## config.mk

```make
export PLATFORM = sky130hd
export DESIGN_NAME = gpio_ioc_port
export DESIGN_NICKNAME = d
export VERILOG_FILES = /design/src/rtl/gpio_ioc_pkg.sv /design/src/rtl/gpio_dir_latch.sv /design/src/rtl/gpio_pullup.sv /design/src/rtl/gpio_change_det.sv /design/src/rtl/gpio_ioc_port.sv
export SDC_FILE = /design/constraint.sdc
export NUM_CORES = 1
export LEC_CHECK = 0
export BUFFER_PORTS_ARGS = -buffer_cell sky130_fd_sc_hd__buf_2
export CAP_MARGIN = 15
export CORE_MARGIN = 3
export CORE_UTILIZATION = 39
export DETAILED_ROUTE_END_ITERATION = 8
export PLACE_DENSITY = 0.75
export RECOVER_POWER = 25
export REMOVE_ABC_BUFFERS = 1
export SLEW_MARGIN = 10
export SYNTH_ARGS = -nofsm -noshare
export SYNTH_HDL_FRONTEND = slang
export SYNTH_SLANG_ARGS = --single-unit
```

## constraint.sdc

```tcl
create_clock -name clk -period 0.9 [get_ports clk]
set_input_delay 0.045 -clock clk [delete_from_list [all_inputs] [get_ports clk]]
set_output_delay 0.045 -clock clk [all_outputs]
set_load 0.02 [all_outputs]
```

## src/rtl/gpio_ioc_pkg.sv

```systemverilog
// Shared types of the I/O port: the read-data source selection.
package gpio_ioc_pkg;
    typedef enum logic [1:0] {
        RSEL_NONE = 2'd0,
        RSEL_PINS = 2'd1,
        RSEL_DIR  = 2'd2
    } rd_sel_e;
endpackage

```

## src/rtl/gpio_dir_latch.sv

```systemverilog
// Holds the direction register and the output latch of the port.
// Assumes one write strobe per register; both may be high in one cycle.
module gpio_dir_latch #(
    parameter int WIDTH = 8
) (
    input  logic             clk,
    input  logic             rst_n,
    input  logic             data_wr,
    input  logic             dir_wr,
    input  logic [WIDTH-1:0] wdata,
    output logic [WIDTH-1:0] dir_q,
    output logic [WIDTH-1:0] latch_q
);
    // Direction register: all pins are inputs after reset.
    always_ff @(posedge clk) begin
        if (!rst_n)      dir_q <= '1;
        else if (dir_wr) dir_q <= wdata;
    end

    // Output latch: written only by port data writes.
    always_ff @(posedge clk) begin
        if (!rst_n)       latch_q <= '0;
        else if (data_wr) latch_q <= wdata;
    end

    a_r2_dir_load: assert property (@(posedge clk) disable iff (!rst_n)
        dir_wr |=> dir_q == $past(wdata));
    a_r3_latch_load: assert property (@(posedge clk) disable iff (!rst_n)
        data_wr |=> latch_q == $past(wdata));
    a_r3_dir_kept: assert property (@(posedge clk) disable iff (!rst_n)
        (data_wr && !dir_wr) |=> $stable(dir_q));
endmodule

```

## src/rtl/gpio_pullup.sv

```systemverilog
// Registered global pull-up control and per-pin gating by direction.
// Assumes the enable input is active low; pull-ups are off out of reset.
module gpio_pullup #(
    parameter int WIDTH = 8
) (
    input  logic             clk,
    input  logic             rst_n,
    input  logic             pullup_en_n,
    input  logic [WIDTH-1:0] dir_q,
    output logic [WIDTH-1:0] pin_pu
);
    logic pu_on;

    // Pull-up control register, cleared by reset.
    always_ff @(posedge clk) begin
        if (!rst_n) pu_on <= 1'b0;
        else        pu_on <= ~pullup_en_n;
    end

    // A pull-up is only offered on pins that are inputs.
    always_comb pin_pu = {WIDTH{pu_on}} & dir_q;
endmodule

```

## src/rtl/gpio_change_det.sv

```systemverilog
// Change detection on the upper pins against a snapshot refreshed by each
// port access, with a sticky flag where setting wins over clearing.
// Assumes pins are already synchronised to clk.
module gpio_change_det #(
    parameter int NIOC = 4
) (
    input  logic            clk,
    input  logic            rst_n,
    input  logic [NIOC-1:0] pins,
    input  logic [NIOC-1:0] dir_in,
    input  logic            refresh,
    input  logic            flag_clr,
    output logic            flag
);
    logic [NIOC-1:0] snap;
    logic [NIOC-1:0] mism;
    logic            set_now;

    // Per-pin mismatch on inputs only; a port access masks the comparison.
    always_comb begin
        mism    = (pins ^ snap) & dir_in;
        set_now = (|mism) && !refresh;
    end

    // Snapshot follows the pins during reset and on every port access.
    always_ff @(posedge clk) begin
        if (!rst_n || refresh) snap <= pins;
    end

    // Sticky flag: set has priority over the clear strobe.
    always_ff @(posedge clk) begin
        if (!rst_n)        flag <= 1'b0;
        else if (set_now)  flag <= 1'b1;
        else if (flag_clr) flag <= 1'b0;
    end

    a_r5_mismatch_sets: assert property (@(posedge clk) disable iff (!rst_n)
        set_now |=> flag);
    a_r7_sticky: assert property (@(posedge clk) disable iff (!rst_n)
        (flag && !flag_clr) |=> flag);
    a_r7_clear_wins_idle: assert property (@(posedge clk) disable iff (!rst_n)
        (flag_clr && refresh) |=> !flag);
    a_r8_refresh_ends: assert property (@(posedge clk) disable iff (!rst_n)
        (refresh && !flag) |=> !flag);
endmodule

```

## src/rtl/gpio_ioc_port.sv

```systemverilog
// Top of the I/O port: registers, pull-up gating, change detection and
// read-data selection. Assumes pin_in is synchronous to clk.
module gpio_ioc_port
    import gpio_ioc_pkg::*;
#(
    parameter int WIDTH  = 8,
    parameter int IOC_LO = 4
) (
    input  logic             clk,
    input  logic             rst_n,
    input  logic [WIDTH-1:0] pin_in,
    input  logic             data_wr,
    input  logic             dir_wr,
    input  logic             data_rd,
    input  logic             dir_rd,
    input  logic [WIDTH-1:0] wdata,
    input  logic             pullup_en_n,
    input  logic             flag_clr,
    output logic [WIDTH-1:0] pin_out,
    output logic [WIDTH-1:0] pin_oe,
    output logic [WIDTH-1:0] pin_pu,
    output logic [WIDTH-1:0] rdata,
    output logic             chg_flag
);
    localparam int NIOC = WIDTH - IOC_LO;

    logic [WIDTH-1:0] dir_q;
    logic [WIDTH-1:0] latch_q;
    rd_sel_e          rsel;

    gpio_dir_latch #(.WIDTH(WIDTH)) u_regs (
        .clk(clk), .rst_n(rst_n), .data_wr(data_wr), .dir_wr(dir_wr),
        .wdata(wdata), .dir_q(dir_q), .latch_q(latch_q)
    );

    gpio_pullup #(.WIDTH(WIDTH)) u_pu (
        .clk(clk), .rst_n(rst_n), .pullup_en_n(pullup_en_n),
        .dir_q(dir_q), .pin_pu(pin_pu)
    );

    gpio_change_det #(.NIOC(NIOC)) u_chg (
        .clk(clk), .rst_n(rst_n),
        .pins(pin_in[WIDTH-1:IOC_LO]), .dir_in(dir_q[WIDTH-1:IOC_LO]),
        .refresh(data_rd || data_wr), .flag_clr(flag_clr), .flag(chg_flag)
    );

    // Pad drive: latch out, enable where the direction bit is 0.
    always_comb begin
        pin_out = latch_q;
        pin_oe  = ~dir_q;
    end

    // Read source selection: pin levels take priority over direction.
    always_comb begin
        if (data_rd)     rsel = RSEL_PINS;
        else if (dir_rd) rsel = RSEL_DIR;
        else             rsel = RSEL_NONE;
    end

    // Read data multiplexer.
    always_comb begin
        case (rsel)
            RSEL_PINS: rdata = pin_in;
            RSEL_DIR:  rdata = dir_q;
            default:   rdata = '0;
        endcase
    end

    a_r4_read_pins: assert property (@(posedge clk) disable iff (!rst_n)
        data_rd |-> rdata == pin_in);
    a_r9_pu_only_inputs: assert property (@(posedge clk) disable iff (!rst_n)
        (pin_pu & pin_oe) == '0);
    a_r1_flag_after_reset: assert property (@(posedge clk)
        !rst_n |=> !chg_flag);
endmodule

```

# ---- Yosys cells after proc, flatten, opt, wreduce, memory -nomap -nowiden
# Index checks and enable logic that the tools add are counted.
dict set report word_totals {
  reg_bits 22
  inputBits 24
  output_inout_bits 33
  elab_cells 24
}
dict set report op_classes {
  eq_ne 2
  mux 5
  n_bitwise 5
  n_reduce_logical 7
}
# cell count
set ops {}
lappend ops {{$pmux W8 S2} 1}
lappend ops {{$and A8 B8 Y8} 1}
lappend ops {{$not A8 Y8} 1}
lappend ops {{$and A4 B4 Y4} 1}
lappend ops {{$mux W2} 2}
lappend ops {{$reduce_or A4 Y1} 1}
lappend ops {{$xor A4 B4 Y4} 1}
lappend ops {{$eq A2 B1 Y1 const B} 1}
lappend ops {{$eq A2 B2 Y1 const B} 1}
lappend ops {{$logic_not A1 Y1} 2}
lappend ops {{$logic_or A1 B1 Y1} 2}
lappend ops {{$mux W1} 2}
lappend ops {{$reduce_bool A2 Y1} 1}
lappend ops {{$logic_and A1 B1 Y1} 1}
lappend ops {{$not A1 Y1} 1}

# ---- Longest topological paths before layout
dict set report logic_depth {
  depth_word 5
  mapped_depth 4
  depth_no_buf 4
}

# ---- Cells and area by module
# Synthesis repeated with hierarchy kept, for this count alone.
dict set report unflattened {
  hier_cells 95
  hier_area_um2 1019.7
}
# mod instances cells_each area_each_um2 seq_area_each_um2
set by_module_without_submodules {}
lappend by_module_without_submodules {gpio_dir_latch 1 51 590.6 320.3}
lappend by_module_without_submodules {gpio_change_det 1 14 215.2 140.1}
lappend by_module_without_submodules {gpio_ioc_port 1 20 137.6 0.0}
lappend by_module_without_submodules {gpio_pullup 1 10 76.3 20.0}

# ---- Least setup slack after synthesis
# OpenSTA, ideal clock, no wires.
dict set report synth_timing {
  path_type {register -> register}
  from {register u_regs.dir_q[5]}
  to {register u_chg.flag}
  setup_time_ns 0.119
  t_arrival_ns 0.839
  slack_ns -0.058
  path_stages_with_launch 5
  n_path_buf 0
  synth_period_minus_slack_ns 0.958
  cell_sequence {dfxtp_1 -> inv_1 -> o22ai_1 -> a221oi_2 -> o21ai_2}
}
dict set report synth_via {
  elab_chain_len 4
}
# element line_no
set synth_lines {}
lappend synth_lines {{start, declared} gpio_dir_latch.sv:11} ;# output logic [WIDTH-1:0] dir_q,
lappend synth_lines {{start signal, assigned} gpio_dir_latch.sv:17} ;# else if (dir_wr) dir_q <= wdata;
lappend synth_lines {{$and A4 B4 Y4 *} gpio_change_det.sv:21} ;# mism = (pins ^ snap) & dir_in;
lappend synth_lines {{$reduce_or A4 Y1 *} gpio_change_det.sv:22} ;# set_now = (|mism) && !refresh;
lappend synth_lines {{$logic_and A1 B1 Y1 *} gpio_change_det.sv:22}
lappend synth_lines {{$mux W1 or $reduce_bool A2 Y1 (tied branches)} -}
lappend synth_lines {{end signal, assigned} gpio_change_det.sv:32} ;# if (!rst_n) flag <= 1'b0;
lappend synth_lines {{end signal, assigned} gpio_change_det.sv:33} ;# else if (set_now) flag <= 1'b1;
lappend synth_lines {{end signal, assigned} gpio_change_det.sv:34} ;# else if (flag_clr) flag <= 1'b0;
lappend synth_lines {{end, declared} gpio_change_det.sv:13} ;# output logic flag
# Every way passes the cells marked *; elsewhere a longest branch is shown, timed or not.
# A chain may end at the register's enable or synchronous reset.

# ---- Final worst setup path
dict set report layout_timing {
  from {register u_regs.dir_q[3]}
  to {output port rdata[3]}
}
dict set report layout_via {
  elab_chain_len 1
}
# element line_no
set layout_lines {}
lappend layout_lines {{$pmux W8 S2} gpio_ioc_port.sv:62} ;# case (rsel)
lappend layout_lines {{end, declared} gpio_ioc_port.sv:22} ;# output logic [WIDTH-1:0] rdata,
# Every way passes these cells.

==> run metrics <==
hold_ws=11.2 ps; Die Height=56.9 um; RSZ-0062 raised after global routing=yes; Post-route DRC=0; placed cell areas=1320 sq um; number of top-level pins=57; final WL=3730 um; Ant. Diodes=0; critical path, cell by cell=nand2_1 -> o21ai_1 -> buf_4; CTS tree=yes; Max Root-Sink Buffers=2; mapped cell area=1010 sq um; crit path capture type=output pin; share of cells above drive strength 1=55.9%; Site Rows=17; Layout area overhead=76.9%; Max-Cap Viols=0; aggregate global routing overflow=0; later-pin clock latency in the skew report=320 ps; Synth area leader=dfxtp_1; Final period util=122%; Synth Register Bits=22; crit path DAT=1060 ps; first-pass GRT wire length=5040 um; P_leak=0.877 nW; outcome=finished with violations; Final min period=1100 ps; initial drt markers=23; Finished Cell Area=1790 sq um; min-delay worst type=primary input to register; cts bufs inserted=3; Slowest cell on crit path=dfxtp_2; post-synthesis sequential area ratio=47.5%; Least-Margin Pin Slew=272 ps; CTS sink count=22; final setup violation count=26; wire per inst=16.7 um; Max Freq=908 MHz; root buffer cell=clkbuf_4; Starting Density=43.3%; dpl cells=194; power consumption=2.40 mW; Die ar.=3240 sq um; synthesized area per cell=9.04 sq um; critical path fanouts, max=3; Layout Nets=220; peak per-stage delay on the critical path=390 ps; Worst Path Buf+Inv=1; Top delay family on crit path=flip-flops; Detail Route Antenna Nets=0; first drt pass iteration count=4; Final Hold Violating Endpoints=0; Netlist cell types=22; clk slew on worst S/H paths=120 ps; Core Util, Final=76.5%; max-slew violation count=0; worst vdd ir=0.00138 V; Global Route Usage Sum=20.0%; maximum number of pins on one net before global-route repair=17; Vias=1,135; sum of negative setup slack=-3510 ps; pre-CTS WS=-135 ps; GPL Wtd Cong=0.786; DR vias/cell=5.09; Mapped Cells=112; Power Density=1340 nW/um^2; Setup CP Type=register to output pin; top post-synthesis cells by area=dfxtp_1 36%, edfxtp_1 12%, nand2_1 9.3%, mux2i_1 7.9%, o211ai_1 5.9%; Post-DP HPWL=2010 um; Die Wd=56.9 um; failing checks=negative setup slack; Startpoint Class=register; final non-filler cell total=223; vias in the first global route=1,065; top-area cell type share of the netlist area=35.6%; worst setup margin=-201 ps; synth warn=0; I/O Buffers=56; Core ar.=2340 sq um; slew margin rel.=81.9%; CP required=850 ps; antenna violations before repair=0; clock skew=0.502 ps; htree depth=1
placed cells by master, fill, tap and decap left out, drive strengths merged, types with 2 or more instances in the layout:
cell	Yosys	routed
edfxtp	4	4
nor2b	9	9
buf	5	72
xor2	2	2
o211ai	8	8
o21ai	9	9
xnor2	2	2
mux2i	8	8
and2	8	8
clkbuf	2	4
dfxtp	18	18
dlygate4sd3	0	13
inv	8	8
nand2	25	25
path summary, 6_finish.rpt:
check	start	endpoint	slack, ps	cells past startpoint
min reg2reg	u_regs.latch_q[4]$_SDFFE_PN0P_	u_regs.latch_q[4]$_SDFFE_PN0P_	520	2
max reg2reg	u_chg.snap[1]$_DFFE_PP_	u_chg.flag$_SDFFE_PN0P_	-180	4
min	rst_n	u_regs.dir_q[3]$_SDFFE_PN1P_	10	2
max	u_regs.dir_q[3]$_SDFFE_PN1P_	rdata[3]	-200	3
cell usage after synthesis:
| cell type | n |
|---|---|
| o22ai_1 | 1 |
| xnor2_1 | 2 |
| clkbuf_1 | 1 |
| buf_4 | 2 |
| nor2_1 | 1 |
| buf_2 | 2 |
| nand3b_1 | 1 |
| and2_1 | 8 |
| nand2_1 | 25 |
| buf_6 | 1 |
| o211ai_1 | 8 |
| o21ai_2 | 1 |
| xor2_1 | 2 |
| mux2i_1 | 8 |
| dfxtp_1 | 18 |
| a221oi_2 | 1 |
| inv_1 | 8 |
| edfxtp_1 | 4 |
| nor2b_1 | 9 |
| o21ai_1 | 1 |
| clkbuf_2 | 1 |
| o21ai_0 | 7 |
logic make-up after synthesis:
logic type,Yosys count,synth area share (%)
simple gates,44,20.9
flops,22,47.5
compound gates,19,12.9
xor+xnor,4,3.46
buf+inv,15,7.42
mux,8,7.91
layout make-up:
class,instances,area (sq um)
timing repair buffer,86,698
fill,155,549
sequential,22,505
multi-input combinational,75,483
inverter,8,42.5
tap,28,35.0
clock buffer,3,22.5
clock inverter,1,3.75
where the power goes:
group | internal (mW) | leakage [nW] | switching, mW
clock network | 0.163 | 0.0154 | 0.316
logic | 0.402 | 0.670 | 0.389
registers | 1.07 | 0.192 | 0.0552
per-layer routing:
metal / wire, um / part of all wire, % / vias to the layer above / global-route usage [%]
li1: - / - / 534 / -
met1: 1390 / 37 / 539 / 22.2
met2: 1970 / 53 / 47 / 34.4
met3: 218 / 5.8 / 15 / 5.43
met4: 151 / 4.0 / 0 / 11.3
met5: 0 / 0 / - / 0
registers in the layout (all words and copies together), names as in the netlist:
name,count
u_chg.snap,4
u_chg.flag,1
u_regs.latch_q,8
u_regs.dir_q,8
u_pu.pu_on,1
timing repair:
action	CTS	global route
gates resized for setup	71	29
pin swaps	7	5
hold buffers	13	0
setup buffers	5	7
hold endpoints to repair	13	0
endpoints found under the setup margin	25	31
Power figures use the tool's default switching activity.
